--- src/rtl/ctlp_pkg.sv ---
package ctlp_pkg;
    parameter int DATA_W  = 10;
    parameter int ADDR_W  = 4;
    parameter int RSV_W   = 2;
    parameter int NUM_CFG = 3;
    parameter int NUM_VOL = 6;

    localparam int WORD_W  = ADDR_W + RSV_W + DATA_W;
    localparam int CNT_W   = $clog2(WORD_W + 2);
    localparam int NUM_REG = NUM_CFG + NUM_VOL;

    // address map: two control slots, then the volume block, then the last control slot
    localparam logic [ADDR_W-1:0] ADDR_CFG1 = ADDR_W'(0);
    localparam logic [ADDR_W-1:0] ADDR_CFG2 = ADDR_W'(1);
    localparam logic [ADDR_W-1:0] ADDR_VOL0 = ADDR_W'(2);
    localparam logic [ADDR_W-1:0] ADDR_CFG3 = ADDR_W'(2 + NUM_VOL);

    typedef logic [DATA_W-1:0] data_t;

    typedef struct packed {
        logic [ADDR_W-1:0] addr;
        logic [RSV_W-1:0]  rsv;
        data_t             data;
    } word_t;

    // one-hot select: bits [NUM_CFG-1:0] control, bits above volume
    function automatic logic [NUM_REG-1:0] decode_sel(input logic [ADDR_W-1:0] a);
        logic [NUM_REG-1:0] s;
        s = '0;
        if (a == ADDR_CFG1) s[0] = 1'b1;
        if (a == ADDR_CFG2) s[1] = 1'b1;
        if (a == ADDR_CFG3) s[2] = 1'b1;
        for (int i = 0; i < NUM_VOL; i++) begin
            if (a == ADDR_VOL0 + ADDR_W'(i)) s[NUM_CFG + i] = 1'b1;
        end
        return s;
    endfunction
endpackage

--- src/rtl/ctlp_sync.sv ---
module ctlp_sync #(
    parameter int N      = 3,
    parameter int STAGES = 2
) (
    input  logic         clk,
    input  logic         rst_n,
    input  logic [N-1:0] async_i,
    output logic [N-1:0] level_o,
    output logic [N-1:0] rise_o
);
    typedef struct packed {
        logic [STAGES-1:0][N-1:0] pipe;
        logic [N-1:0]             prev;
    } sync_st_t;

    sync_st_t st_d, st_q;

    always_comb begin
        st_d         = st_q;
        st_d.pipe[0] = async_i;
        for (int s = 1; s < STAGES; s++) begin
            st_d.pipe[s] = st_q.pipe[s-1];
        end
        st_d.prev = st_q.pipe[STAGES-1];
    end

    always_ff @(posedge clk or negedge rst_n) begin
        if (!rst_n) st_q <= '0;
        else        st_q <= st_d;
    end

    assign level_o = st_q.pipe[STAGES-1];
    assign rise_o  = st_q.pipe[STAGES-1] & ~st_q.prev;
endmodule

--- src/rtl/ctlp_shifter.sv ---
module ctlp_shifter
    import ctlp_pkg::*;
(
    input  logic  clk,
    input  logic  rst_n,
    input  logic  bit_rise_i,
    input  logic  bit_val_i,
    input  logic  commit_rise_i,
    output logic  wr_valid_o,
    output word_t wr_word_o
);
    localparam logic [CNT_W-1:0] FULL_CNT = CNT_W'(WORD_W);
    localparam logic [CNT_W-1:0] SAT_CNT  = CNT_W'(WORD_W + 1);

    typedef struct packed {
        logic [WORD_W-1:0] sh;
        logic [CNT_W-1:0]  cnt;
        logic              vld;
        word_t             word;
    } shf_st_t;

    shf_st_t st_d, st_q;

    always_comb begin
        st_d     = st_q;
        st_d.vld = 1'b0;
        if (bit_rise_i) begin
            st_d.sh = {st_q.sh[WORD_W-2:0], bit_val_i};
            if (st_q.cnt != SAT_CNT) st_d.cnt = st_q.cnt + CNT_W'(1);
        end
        if (commit_rise_i) begin
            st_d.cnt = '0;
            if (st_q.cnt == FULL_CNT) begin
                st_d.vld  = 1'b1;
                st_d.word = word_t'(st_q.sh);
            end
        end
    end

    always_ff @(posedge clk or negedge rst_n) begin
        if (!rst_n) st_q <= '0;
        else        st_q <= st_d;
    end

    assign wr_valid_o = st_q.vld;
    assign wr_word_o  = st_q.word;
endmodule

--- src/rtl/ctlp_regfile.sv ---
module ctlp_regfile
    import ctlp_pkg::*;
#(
    parameter logic [DATA_W-1:0] VOL_RST = '1
) (
    input  logic                       clk,
    input  logic                       rst_n,
    input  logic                       wr_valid_i,
    input  word_t                      wr_word_i,
    output logic [NUM_CFG*DATA_W-1:0]  cfg_o,
    output logic [NUM_VOL*DATA_W-1:0]  vol_o
);
    typedef struct packed {
        data_t [NUM_CFG-1:0] cfg;
        data_t [NUM_VOL-1:0] vol;
    } reg_st_t;

    reg_st_t            st_d, st_q;
    logic [NUM_REG-1:0] sel;

    assign sel = wr_valid_i ? decode_sel(wr_word_i.addr) : '0;

    always_comb begin
        st_d = st_q;
        for (int c = 0; c < NUM_CFG; c++) begin
            if (sel[c]) st_d.cfg[c] = wr_word_i.data;
        end
        for (int v = 0; v < NUM_VOL; v++) begin
            if (sel[NUM_CFG + v]) st_d.vol[v] = wr_word_i.data;
        end
    end

    always_ff @(posedge clk or negedge rst_n) begin
        if (!rst_n) begin
            st_q.cfg <= '0;
            for (int v = 0; v < NUM_VOL; v++) st_q.vol[v] <= VOL_RST;
        end else begin
            st_q <= st_d;
        end
    end

    generate
        for (genvar g = 0; g < NUM_CFG; g++) begin : g_cfg
            assign cfg_o[g*DATA_W +: DATA_W] = st_q.cfg[g];
        end
        for (genvar g = 0; g < NUM_VOL; g++) begin : g_vol
            assign vol_o[g*DATA_W +: DATA_W] = st_q.vol[g];
        end
    endgenerate
endmodule

--- src/rtl/ctrl_word_port.sv ---
module ctrl_word_port
    import ctlp_pkg::*;
#(
    parameter int SYNC_STAGES = 2
) (
    input  logic                      clk,
    input  logic                      rst_n,
    input  logic                      ser_clk_i,
    input  logic                      ser_dat_i,
    input  logic                      ser_latch_i,
    output logic [DATA_W-1:0]         cfg1_o,
    output logic [DATA_W-1:0]         cfg2_o,
    output logic [DATA_W-1:0]         cfg3_o,
    output logic [NUM_VOL*DATA_W-1:0] vol_o
);
    localparam int PIN_CLK = 0;
    localparam int PIN_DAT = 1;
    localparam int PIN_LAT = 2;

    logic [2:0]                pin_lvl;
    logic [2:0]                pin_rise;
    logic                      wr_valid;
    word_t                     wr_word;
    logic [NUM_CFG*DATA_W-1:0] cfg_flat;

    ctlp_sync #(.N(3), .STAGES(SYNC_STAGES)) u_sync (
        .clk     (clk),
        .rst_n   (rst_n),
        .async_i ({ser_latch_i, ser_dat_i, ser_clk_i}),
        .level_o (pin_lvl),
        .rise_o  (pin_rise)
    );

    ctlp_shifter u_shf (
        .clk           (clk),
        .rst_n         (rst_n),
        .bit_rise_i    (pin_rise[PIN_CLK]),
        .bit_val_i     (pin_lvl[PIN_DAT]),
        .commit_rise_i (pin_rise[PIN_LAT]),
        .wr_valid_o    (wr_valid),
        .wr_word_o     (wr_word)
    );

    ctlp_regfile u_rf (
        .clk        (clk),
        .rst_n      (rst_n),
        .wr_valid_i (wr_valid),
        .wr_word_i  (wr_word),
        .cfg_o      (cfg_flat),
        .vol_o      (vol_o)
    );

    assign cfg1_o = cfg_flat[0*DATA_W +: DATA_W];
    assign cfg2_o = cfg_flat[1*DATA_W +: DATA_W];
    assign cfg3_o = cfg_flat[2*DATA_W +: DATA_W];
endmodule

--- config.mk ---
export PLATFORM = sky130hd
export DESIGN_NAME = ctrl_word_port
export DESIGN_NICKNAME = d
export VERILOG_FILES = /design/src/rtl/ctlp_pkg.sv /design/src/rtl/ctlp_sync.sv /design/src/rtl/ctlp_shifter.sv /design/src/rtl/ctlp_regfile.sv /design/src/rtl/ctrl_word_port.sv
export SDC_FILE = /design/constraint.sdc
export NUM_CORES = 1
export LEC_CHECK = 0
export BUFFER_PORTS_ARGS = -buffer_cell sky130_fd_sc_hd__buf_2
export CAP_MARGIN = 25
export CORE_ASPECT_RATIO = 1.75
export CORE_MARGIN = 2
export CORE_UTILIZATION = 34
export CTS_CLUSTER_DIAMETER = 200
export DETAILED_ROUTE_END_ITERATION = 8
export MAX_ROUTING_LAYER = met4
export PLACE_DENSITY = 0.56
export SLEW_MARGIN = 20
export SYNTH_ARGS = -nofsm -noshare
export SYNTH_HDL_FRONTEND = slang
export SYNTH_SLANG_ARGS = --single-unit
--- constraint.sdc ---
create_clock -name clk -period 2.1 [get_ports clk]
set_clock_uncertainty 0.1 [all_clocks]
set_input_delay 0.315 -clock clk [delete_from_list [all_inputs] [get_ports clk]]
set_output_delay 0.315 -clock clk [all_outputs]
set_load 0.005 [all_outputs]
Word level (Yosys, flattened, before mapping)
Index checks and enable logic that the tools add are counted.

$add $sub $neg: 1. Bitwise operators: 2. Equal/unequal tests: 10. Reduce and logical (&&, ||, !) cells: 5. Multiplexer cells: 14.

Operators by type and width (count): $mux W22 (1); $mux W17 (1); $eq A4 B3 Y1 const B (4); $mux W5 (2); $mux W1 (9); $mux W9 (1); $eq A4 B2 Y1 const B (2); $add A5 B1 Y5 const B (1); $eq A5 B5 Y1 const B (1); $ne A5 B5 Y1 const B (1); $eq A4 B1 Y1 const B (1); $eq A4 B4 Y1 const B (1); $logic_not A4 Y1 (1); $reduce_and A2 Y1 (2); $reduce_bool A2 Y1 (2); $and A3 B3 Y3 (1); $not A3 Y3 (1).

Bits in registers: 137.

Logic depth before layout (Yosys ltp)
Depth after elaboration: 4. Mapped depth: 5. Mapped depth without buffers: 5.

Cells and area by module
A second synthesis with hierarchy kept.

Cell total of the unflattened synthesis: 330. Area, all modules: 5504.0 um2.

Modules (own cells, without submodules): ctlp_regfile (area each 3530.9 um2, seq. area each 2327.2 um2, cells each 200, instances 1); ctlp_shifter (area each 1684.1 um2, seq. area each 950.9 um2, cells each 115, instances 1); ctlp_sync (area each 289.0 um2, seq. area each 225.2 um2, cells each 15, instances 1).

Worst setup path after synthesis
OpenSTA, ideal clock, no wires.

Path kind: register to register. Start: reg u_shf.st_q (netlist bit u_shf.wr_word_o[13]). End: reg u_rf.st_q (netlist bit u_rf.cfg_o[0]). Buffers on the path: 1. Data required time: 1.875 ns. Stages on the path, launching flop included: 4. Setup time: 0.125 ns. Arrival time: 1.415 ns. Path slack: 0.460 ns. Path through: dfrtp_1 -> buf_2 -> nor4_4 -> mux2_2.

Cells in the longest elaborated chain, start to end: 3.

RTL lines: from (decl) (line ctlp_shifter.sv:22) `shf_st_t st_d, st_q;`; from (signal assigned) (line ctlp_shifter.sv:42) `else st_q <= st_d;`; $logic_not A4 Y1 (line ctlp_pkg.sv:30) `if (a == ADDR_CFG1) s[0] = 1'b1;`; $mux W1 (line ctlp_pkg.sv:30); $mux W9 (line ctlp_regfile.sv:21) `assign sel = wr_valid_i ? decode_sel(wr_word_i.addr) : '0;`; to (signal assigned) (line ctlp_regfile.sv:38) `st_q <= st_d;`; to (decl) (line ctlp_regfile.sv:18) `reg_st_t st_d, st_q;`.

Every way passes these cells. A chain may end at the register's enable or synchronous reset.

Final worst setup path
Start: reg u_shf.st_q (netlist bit u_shf.wr_word_o[15]). End: reg u_rf.st_q (netlist bit u_rf.vol_o[43]).

Cells in the longest elaborated chain, start to end: 3.

RTL lines: $eq A4 B3 Y1 (line ctlp_pkg.sv:34) `if (a == ADDR_VOL0 + ADDR_W'(i)) s[NUM_CFG + i] = 1'b1;`; $mux W1 (line ctlp_pkg.sv:34); $mux W9 (line ctlp_regfile.sv:21).

Every way passes these cells.

==> metrics.txt <==
Syn-to-layout area delta=27.73%; synthesized netlist net count=between 300 and 400; Floorplan Core Area=roughly 15000 µm²; clock latency of the later-clocked register in the worst-skew pair=0.41 ns; area taken by multi-input logic gates=1672 µm²; number of H-tree branching levels=4; horizontal extent of the die=97.34 µm; internal cell power=0.004758 W; Min Hold Slack=0.2516 ns; final-layout fill cell count=between 1000 and 1500; number of nets with antenna violations after detailed routing=0; global-route wire length before repair=about 18 mm; critical path peak fanout=7; total number of clock tree sinks=134; Sequential Power Share=between 40% and 50%; required time of the critical path=around 2.3 ns; Num CTS Buffers=17; number of max-slew violations in the final report=0; Hold Path Stages=0; maximum number of pins on one net before global-route repair=53; relative slew slack=66.58%; end point of the critical path=u_rf.vol_o[43]; class of the most critical setup path=reg2reg; proportion of netlist area held by the largest area contributor=35.72%; die height=167.3 µm; leakage power=3.378 nW; portion of total power attributed to the clock network=51.8%; total routing resource utilization after global routing=14.97%; Clock Root Buffer=clkbuf_16; Die Outline Area=16290 µm²; number of buffers on the longest clock path=2; post-synth design cell area=5184 µm²; total gr overflow=0; class of the tightest hold or removal check=reg2reg; peak clock frequency supported by timing=slightly below 0.6 GHz; placed wire-length estimate=7.881 mm; flop-to-flop setup slack=0.37 ns; combinational share of power=between 2 and 3%; proportion of synthesized chip area in sequential cells=about two thirds; DR vias/cell=4.739; 1st-pass router iterations=4; fraction of layout cells with a size suffix above 1=roughly 64%; number of setup buffers added after CTS=0; worst slew pin tran=0.5012 ns; port buffer count=94; register area=3428 µm²; gpl congestion=0.7614; top cells by area, synth=dfrtp_1 36%, dfstp_2 30%, mux2_2 22%; Top-Level Pins=95; launch point of the worst path=u_shf.wr_word_o[15]; total count of hold-check failures in the final report=0; data arrival time of the worst path=1.97 ns; number of register bits inferred by synthesis=134; worst reg2reg path endpoint=u_rf.vol_o[43]; reg-to-reg critical path startpoint=u_shf.wr_word_o[15]; number of cell rows=between 50 and 60; FF-to-FF path depth=4; Switching Fraction=20.17%; ratio of final minimum period to clock period=82.44%; unrepaired setup endpoints after global routing=no; post-cts sizing count=0; Final TNS setup=0 ns; final number of setup-violating endpoints=0; number of distinct library cells after synthesis=25; clock edge transition at the registers on the reported setup and hold paths=0.06 ns; average wire per cell in the routed design=17.08 µm; maximum vdd drop=0.5476 mV; kind of end point of the critical path=register; max-cap viol count=0; starting density of the core=between 30% and 40%; via count of the routed design=3147; # DRC=0; hold bufs inserted after CTS=4; DRT iter0 DRCs=88; Mapped Cells=about 350; initial antenna violation count=0; clock tree from TritonCTS=yes; switching power=0.001202 W; synthesized area divided by synthesized cell count=14.77 µm²; number of global-route vias before repair=3307; power density normalized to cell area=around 900 nW/µm²; count of inserted antenna diode cells=0; overall routed net length=about 11 mm; warnings from Yosys=0; launching element type of the critical path=register; status=finished, final reports clean; NumNets Final=roughly 480; Yosys top cell by area=dfrtp_1; final critical path time including I/O delays and setup=1.731 ns
[final cells by class]
class	instances	area share, %
Clock buffer	23	7.067
Clock inverter	9	2.249
Inverter	3	0.1701
Multi-Input combinational cell	196	25.25
Sequential cell	134	51.78
Tap cell	183	3.458
Timing Repair Buffer	116	10.03
[layer usage]
metal  global-route usage [%]  wire length (µm)
met1                    15.41              4306
met2                    27.05              6474
met3                    4.215               374
met4                    5.374               184
met5                        -                 0
[stage by stage]
step                worst slack, ns  cells  utilization, %  power [W]  cell area, µm²
floorplan                    0.4602    351               -   0.002811            5184
global placement             0.4004    628           40.00   0.002900            5964
detailed placement           0.3644    628           40.00   0.002913            5964
CTS                          0.3515    664           44.40   0.006041            6621
global route                 0.2767    664           44.40   0.006191            6621
finish                       0.3688    664           44.40   0.005960            6621
[synthesized netlist by cell type (all sizes together)]
library cell	count
nand4b	1
nand3b	2
nand4bb	1
inv	3
dfrtp	74
nand3	6
nor4	2
clkbuf	3
buf	15
or3	2
nor2b	3
nor2	4
o21ai	4
nand2	53
nor3b	2
dfstp	60
a21oi	5
nand2b	2
nand4	1
ha	3
mux2	104
nor4bb	1
[logic make-up (layout without fill, tap and decap cells)]
| group | count (synthesis) | count (layout) | synth area share (%) |
|---|---|---|---|
| AND/OR/NAND/NOR | 80 | 80 | 8.062 |
| AO/OA/AOI/OAI | 9 | 9 | 0.8689 |
| buffers and inverters | 21 | 151 | 1.617 |
| flip-flops | 134 | 134 | 66.14 |
| adder cells (fa/ha/maj) | 3 | 3 | 0.7242 |
| multiplexers | 104 | 104 | 22.59 |
[flip-flops by register name (all words and copies together), names as in the netlist]
register          count
u_sync.st_q           2
u_shf.st_q           21
u_rf.cfg_o           30
u_shf.wr_valid_o      1
u_sync.st_d           3
u_shf.wr_word_o      14
u_rf.vol_o           60
u_sync.level_o        3
[power groups by stage]
stage	Clock, W	Combinational, W	Sequential (W)
finish	0.00309	0.000160	0.00271
global route	0.00328	0.000189	0.00272
CTS	0.00316	0.000167	0.00271
detailed placement	0	0.000160	0.00275
global placement	0	0.000152	0.00275
floorplan	0	0.0000740	0.00274
[worst min-delay path by stage]
stage | end | startpoint
after floorplan | u_rf.cfg_o[0] | rst_n
after global placement | u_sync.st_d[8] | rst_n
after detailed placement | u_rf.cfg_o[14] | rst_n
after CTS | u_sync.level_o[0] | u_sync.st_d[6]
after global routing | u_sync.level_o[0] | u_sync.st_d[6]
final | u_sync.level_o[1] | u_sync.st_d[7]
[critical path: stages (launching register included)]
cell and delay (ns):
dfrtp_1 0.49, nand3b_1 0.26, nor2_2 0.24, buf_4 0.22, mux2_2 0.35
[placed cells by master, fill, tap and decap left out, drive strengths merged]
master / n
buf: 112
mux2: 104
dfrtp: 74
dfstp: 60
nand2: 53
clkbuf: 23
nand3: 6
a21oi: 5
clkinv: 5
o21ai: 4
bufinv: 4
dlygate4sd3: 4
nor2: 4
inv: 3
nor2b: 3
ha: 3
nand2b: 2
nand3b: 2
nor3b: 2
nor4: 2
or3: 2
nand4: 1
nand4bb: 1
nand4b: 1
nor4bb: 1
No activity file was read; power rests on OpenSTA's default activity.
